===== config.mk =====
export PLATFORM = sky130hd
export DESIGN_NAME = can_mode_ctrl
export DESIGN_NICKNAME = d
export VERILOG_FILES = /design/src/rtl/can_mode_pkg.sv /design/src/rtl/can_rx_sync.sv /design/src/rtl/can_wake_filter.sv /design/src/rtl/can_sleep_hs.sv /design/src/rtl/can_mode_ctrl.sv
export SDC_FILE = /design/constraint.sdc
export NUM_CORES = 1
export LEC_CHECK = 0
export ABC_CLOCK_PERIOD_IN_PS = 2900
export BUFFER_PORTS_ARGS = -buffer_cell sky130_fd_sc_hd__buf_2
export CAP_MARGIN = 40
export CORE_MARGIN = 2
export CORE_UTILIZATION = 30
export DETAILED_ROUTE_END_ITERATION = 8
export GPL_ROUTABILITY_DRIVEN = 0
export HOLD_SLACK_MARGIN = 0.06
export PLACE_DENSITY = 0.55
export SLEW_MARGIN = 20
export SYNTH_ARGS = -nofsm -noshare
export SYNTH_HDL_FRONTEND = slang
export SYNTH_SLANG_ARGS = --single-unit

===== constraint.sdc =====
create_clock -name clk -period 2.9 [get_ports clk]
set_input_delay 0.145 -clock clk [delete_from_list [all_inputs] [get_ports clk]]
set_output_delay 0.145 -clock clk [all_outputs]
set_load 0.02 [all_outputs]

===== src/rtl/can_mode_pkg.sv =====
package can_mode_pkg;
  parameter logic RX_DOMINANT = 1'b0;
  parameter logic RX_RECESSIVE = 1'b1;
endpackage


===== src/rtl/can_rx_sync.sv =====
module can_rx_sync #(
  parameter int STAGES = 2
) (
  input  logic clk,
  input  logic rst,
  input  logic d,
  output logic q
);
  import can_mode_pkg::*;
  logic [STAGES-1:0] sh;

  generate
    if (STAGES == 1) begin : g_one
      always_ff @(posedge clk) begin
        if (rst) sh <= RX_RECESSIVE;
        else     sh <= d;
      end
    end else begin : g_many
      always_ff @(posedge clk) begin
        if (rst) sh <= {STAGES{RX_RECESSIVE}};
        else     sh <= {sh[STAGES-2:0], d};
      end
    end
  endgenerate

  assign q = sh[STAGES-1];
endmodule


===== src/rtl/can_wake_filter.sv =====
module can_wake_filter #(
  parameter int CNT_W = 8
) (
  input  logic             clk,
  input  logic             rst,
  input  logic             rx_s,
  input  logic             armed,
  input  logic             filt_en,
  input  logic [CNT_W-1:0] twup,
  output logic             hit
);
  import can_mode_pkg::*;
  localparam logic [CNT_W-1:0] CNT_MAX = {CNT_W{1'b1}};

  logic [CNT_W-1:0] cnt;
  logic [CNT_W:0]   thr;
  logic [CNT_W:0]   cnt_inc;
  logic             dom;

  assign dom     = (rx_s == RX_DOMINANT);
  assign thr     = (twup == '0) ? {{CNT_W{1'b0}}, 1'b1} : {1'b0, twup};
  assign cnt_inc = {1'b0, cnt} + {{CNT_W{1'b0}}, 1'b1};
  assign hit     = armed && dom && (!filt_en || (cnt_inc >= thr));

  always_ff @(posedge clk) begin
    if (rst || !armed || !dom) cnt <= '0;
    else if (cnt != CNT_MAX)   cnt <= cnt + 1'b1;
  end
endmodule


===== src/rtl/can_sleep_hs.sv =====
module can_sleep_hs (
  input  logic clk,
  input  logic rst,
  input  logic set_req,
  input  logic clr_req,
  input  logic bus_idle,
  input  logic wake_hit,
  output logic req,
  output logic ack,
  output logic irq
);
  always_ff @(posedge clk) begin
    if (rst) begin
      req <= 1'b0;
      ack <= 1'b0;
      irq <= 1'b0;
    end else begin
      irq <= wake_hit;
      if (clr_req || wake_hit) req <= 1'b0;
      else if (set_req)        req <= 1'b1;
      if (!req || wake_hit)    ack <= 1'b0;
      else if (bus_idle)       ack <= 1'b1;
    end
  end
endmodule


===== src/rtl/can_mode_ctrl.sv =====
module can_mode_ctrl #(
  parameter int CNT_W       = 8,
  parameter int SYNC_STAGES = 2
) (
  input  logic             clk,
  input  logic             rst,
  input  logic             init_req,
  input  logic             sleep_set,
  input  logic             sleep_clr,
  input  logic             wake_en,
  input  logic             wake_filt,
  input  logic [CNT_W-1:0] twup_cycles,
  input  logic             rx,
  input  logic             bus_idle,
  input  logic             cpu_cfg_wr,
  output logic             init_ack,
  output logic             sleep_req,
  output logic             sleep_ack,
  output logic             wake_irq,
  output logic             cfg_wr_en
);
  logic rx_s;
  logic armed;
  logic hit;

  can_rx_sync #(.STAGES(SYNC_STAGES)) u_sync (
    .clk(clk), .rst(rst), .d(rx), .q(rx_s)
  );

  assign armed = sleep_req && sleep_ack && wake_en;

  can_wake_filter #(.CNT_W(CNT_W)) u_filt (
    .clk(clk), .rst(rst), .rx_s(rx_s), .armed(armed),
    .filt_en(wake_filt), .twup(twup_cycles), .hit(hit)
  );

  can_sleep_hs u_sleep (
    .clk(clk), .rst(rst), .set_req(sleep_set), .clr_req(sleep_clr),
    .bus_idle(bus_idle), .wake_hit(hit),
    .req(sleep_req), .ack(sleep_ack), .irq(wake_irq)
  );

  // initialization handshake and configuration write gate
  always_ff @(posedge clk) begin
    if (rst) begin
      init_ack  <= 1'b0;
      cfg_wr_en <= 1'b0;
    end else begin
      init_ack  <= init_req;
      cfg_wr_en <= cpu_cfg_wr && init_req && init_ack;
    end
  end
endmodule


Yosys cells after proc, flatten, opt, wreduce, memory -nomap -nowiden. Index checks and enable logic that the tools add are counted.

Register bits after elaboration: 15. Output and inout port bits: 5.

$add $sub $neg: 2. $lt $le $gt $ge: 1. Equality and inequality tests: 1. Mux-type cells: 1. Bitwise operators: 1. Reductions and logical operators: 17.

Operators by type and width (count): $add 8x1->9 const B (1); $ge 9x9->1 (1); $add 8x1->8 const B (1); $logic_not 8->1 (1); $mux 8 (1); $ne 8x8->1 const B (1); $logic_and 1x1->1 (6); $logic_or 1x1->1 (5); $reduce_or 2->1 (2); $logic_not 1->1 (3); $not 1->1 (1).

Longest topological paths before layout.
Depth in word-level cells: 7. Mapped depth: 9. Mapped depth without buffers: 9.

By module. A second synthesis with hierarchy kept.

Cells, all modules: 94. Area total of the unflattened synthesis: 847.1 um2.

Modules (own cells, without submodules): can_wake_filter (times used 1, cells each 77, area each 628.1 um2, seq. area each 160.2 um2); can_sleep_hs (times used 1, cells each 8, area each 101.3 um2, seq. area each 60.1 um2); can_mode_ctrl (times used 1, cells each 5, area each 65.1 um2, seq. area each 40.0 um2); can_rx_sync (times used 1, cells each 4, area each 52.6 um2, seq. area each 40.0 um2).

Worst setup path after synthesis. OpenSTA, ideal clock, no wires.

Kind: reg2reg. Start point: reg u_filt.cnt[0]. End point: reg u_sleep.req. Setup time: 0.087 ns. Arrival: 2.074 ns. Required time: 2.813 ns. Slack: 0.738 ns. Cell stages (with the launch flop): 10. Buffers on the path: 0. Path through: dfxtp_1 -> ha_1 -> and3_4 -> nand3_1 -> xnor2_1 -> ha_1 -> a21oi_1 -> nand4b_2 -> o221a_4 -> nor4_4.

Word-level cells in the longest chain between the ends: 6.

Ends and longest elaborated chain: start, declared (RTL line can_wake_filter.sv:15) `logic [CNT_W-1:0] cnt;`; start signal, assigned (RTL line can_wake_filter.sv:27) `else if (cnt != CNT_MAX) cnt <= cnt + 1'b1;`; $add 8x1->9 (RTL line can_wake_filter.sv:22) `assign cnt_inc = {1'b0, cnt} + {{CNT_W{1'b0}}, 1'b1};`; named net u_filt.cnt_inc[6] (RTL line can_wake_filter.sv:17) `logic [CNT_W:0] cnt_inc;`; $ge 9x9->1 (RTL line can_wake_filter.sv:23) `assign hit = armed && dom && (!filt_en || (cnt_inc >= thr));`; $logic_or 1x1->1 (RTL line can_wake_filter.sv:23); $logic_and 1x1->1 (RTL line can_wake_filter.sv:23); $logic_or 1x1->1 (RTL line can_sleep_hs.sv:19) `if (clr_req || wake_hit) req <= 1'b0;`; $reduce_or 2->1 (no source line); end signal, assigned (RTL line can_sleep_hs.sv:14) `req <= 1'b0;`; end signal, assigned (RTL line can_sleep_hs.sv:19); end signal, assigned (RTL line can_sleep_hs.sv:20) `else if (set_req) req <= 1'b1;`; end, declared (RTL line can_sleep_hs.sv:8) `output logic req,`.

The timed path passes the listed nets, and every way through them passes these cells. A chain may end at the register's enable or synchronous reset.

Worst setup path after layout. Same ends and word-level chain as after synthesis.

==> summary.md <==
| Metric | Value |
|---|---|
| Critical Path AT | 2.57 ns |
| Area leader, netlist | dfxtp_1 |
| Most numerous cell on the critical path | ha_1 |
| Synth Area in Compound Gates | 0.125 |
| Multiplexer area fraction after synthesis | 0 |
| Top-area cell type share of the netlist area | 0.349 |
| PwrDens | 347 nW/um2 |
| Reg2reg path depth | 9 |
| CTS HTree Levels | 1 |
| Crit-path max FO | 5 |
| Root buffer cell | clkbuf_4 |
| I/O Buffers | 22 |
| Leak Pwr | 0.505 nW |
| Synth top area cells | dfxtp_1 35%, ha_1 13%, nor2_1 4.4% |
| Vias in the first global route | 720 |
| Switching Fraction | 0.235 |
| GRT Residual Overflow | 0 |
| # DRC | 0 |
| CP required | 3.10 ns |
| Clock power share | 0.328 |
| XOR/XNOR Fraction of Synth Area | 0.0713 |
| Layout Area Growth over Synthesis | 23.3% |
| Synth top cells by count | 15 x dfxtp_1, 10 x nor2_1, 9 x ha_1 |
| Post-synthesis adder-cell area fraction | 0.131 |
| Reg clk slew, reported paths | 0.10 ns |
| Clock sinks | 15 |
| Worst-margin pin slew | 0.357 ns |
| Pint | 0.282 mW |
| #FFs+latches synth | 15 |
| First drt pass iteration count | 3 |
| Sequential Power Share | 0.571 |
| Final core occ | 0.388 |
| Core region area | 2730 um2 |
| Post-CTS resize count | 0 |
| Main synth FF type | dfxtp_1 |
| Row count | 19 |
| Vias post-DR | 719 |
| DR WL/cell | 10.2 um |
| Setup CP Type | reg -> reg |
| Max-Cap Viols | 0 |
| Post-DRT Antenna Nets | 0 |
| Die area | 3310 um2 |
| Clock Skew | 0.0115 ns |
| Period utilization | 0.817 |
| Startpoint types | flop |
| Max transition margin | 0.759 |
| Pre-CTS WS | 0.540 ns |
| Vias/cell | 4.83 |
| Hold Path Depth | 2 |
| Post-Syn Area | 860 um2 |
| Synth Net Count | 118 |
| Power Total | 0.368 mW |
| Post-Route WL | 1520 um |
| Final hold viol count | 0 |
| Hpwl dp | 1290 um |
| Clock Latency Late Sink | 0.29 ns |
| Post-Synth Simple-Gate Area | 0.278 |
| First-pass GRT wire length | 2660 um |
| Yosys warns | 0 |
| Post-place instance area | 1000 um2 |
| Setup TNS | 0 ns |
| Comb power frac | 0.100 |
| CP Capture Type | flop |
| Crit-path cells | ha_1, and3_4, nand3_1, xnor2_1, ha_1, a21oi_1, nand4b_2, o221a_4, nor4_4 |
| EDFF count, synth | 0 |
| Share of layout cells above drive strength 1 | 0.305 |
| Slowest cell on crit path | dfxtp_1 |
| Sequential area share after synthesis | 0.349 |
| Ant. Diodes | 0 |
| CTS Buf Count | 3 |
| VDD IR max | 375 uV |
| Number of DRC markers in iteration 0 | 4 |
| Largest family of logic cells by synthesized area | simple AND/OR/NAND/NOR gates |
| Final setup viols | 0 |
| Fmax | 422 MHz |
| I/O pins | 23 |
| Avg Cell Area, Syn | 9.45 um2 |
| Hold Crit Class | in -> reg |
| CTS tree | yes |
| DIE HEIGHT | 57.5 um |
| Most frequent cell after synthesis | dfxtp_1 |
| CTS Buffer Depth | 2 |
| Post-synthesis cell count | 91 |
| Largest net degree at the start of global routing | 11 |
| Initial Utilization | 0.314 |
| Cell variety after synth | 33 |
| GR Util All Layers | 0.105 |
| Antenna violations before repair | 0 |
| Finished Cell Area | 1060 um2 |
| CP peak stage delay | 0.43 ns |
| Asr flop ratio synth | 0 |
| Final Max Slew Viols | 0 |
| Status | finished clean |
| Minimum clock period | 2.37 ns |
| Worst Setup Slack, final | 0.531 ns |
| Horiz. Die Dim | 57.5 um |
| Unrepaired setup endpoints after global routing | false |
| P_sw | 0.0866 mW |
| Fin nets | 146 |
==> routing by layer <==
metal  GRT usage  vias to the layer above  part of all wire
met4      0.0199                        0            0.0073
met2       0.205                       10              0.53
met1      0.0989                      335              0.42
li1            -                      372                 -
met3      0.0476                        2             0.044
met5           0                        -                 0
==> cell usage in the layout, fill, tap and decap left out, types with 3 or more instances in the layout <==
| cell | instances |
|---|---|
| ha_1 | 9 |
| inv_1 | 8 |
| dfxtp_1 | 15 |
| xor2_1 | 4 |
| dlygate4sd3_1 | 3 |
| clkbuf_4 | 3 |
| o21ai_0 | 4 |
| nor2_1 | 10 |
| xnor2_1 | 3 |
| nand3_1 | 4 |
| buf_2 | 22 |
==> registers in the layout, indices dropped and copies added, names as in the netlist <==
signal / flops
cfg_wr_en: 1
u_sleep.ack: 1
u_sleep.req: 1
init_ack: 1
u_sync.sh: 2
u_sleep.irq: 1
u_filt.cnt: 8
==> power by group through the flow <==
stage	sequential (mW)	clock [mW]	combinational [mW]
CTS	0.210	0.127	0.0366
global route	0.211	0.137	0.0419
detailed placement	0.215	0	0.0345
floorplan	0.217	0	0.0143
finish	0.210	0.121	0.0370
global placement	0.215	0	0.0336
==> per-stage QoR <==
| stage | hold slack [ns] | instances |
|---|---|---|
| after global routing | 0.102 | 149 |
| after detailed placement | 0.329 | 142 |
| final | 0.0973 | 149 |
| after global placement | 0.326 | 142 |
| after CTS | 0.0613 | 148 |
| after floorplan | 0.216 | 91 |
==> worst paths after layout <==
check | start | endpoint | slack [ns]
max reg2reg | u_filt.cnt[0] | u_sleep.req | 0.53
max | u_filt.cnt[0] | u_sleep.req | 0.53
min | init_req | init_ack | 0.1
min reg2reg | u_sync.sh[0] | u_sync.sh[1] | 0.42
==> final cells by class <==
| type | instances | area, um2 |
|---|---|---|
| clock inverter | 1 | 7.51 |
| tap | 31 | 38.8 |
| sequential | 15 | 300 |
| inverter | 8 | 30.0 |
| clock buffer | 3 | 22.5 |
| timing repair buffer | 25 | 140 |
| fill | 280 | 1670 |
| multi-input combinational | 66 | 520 |
==> worst max-delay path, delay by kind of cell (launching register included) <==
kind,cells,cell delay (ns)
compound gates,2,0.45
xor+xnor,1,0.23
fa+ha+maj,2,0.51
flops,1,0.43
simple gates,4,0.67
==> cell families (layout without fill, tap and decap cells) <==
family	count (synthesis)	count (layout)
fa+ha+maj	9	9
compound gates	14	14
simple gates	36	36
flops	15	15
xor+xnor	7	7
buf+inv	10	37
==> repair_timing <==
item	CTS	global route
hold buffers	2	1
setup buffers	0	0
endpoints found under the hold margin	2	1
Note: power is estimated with default switching activity, not from simulation.
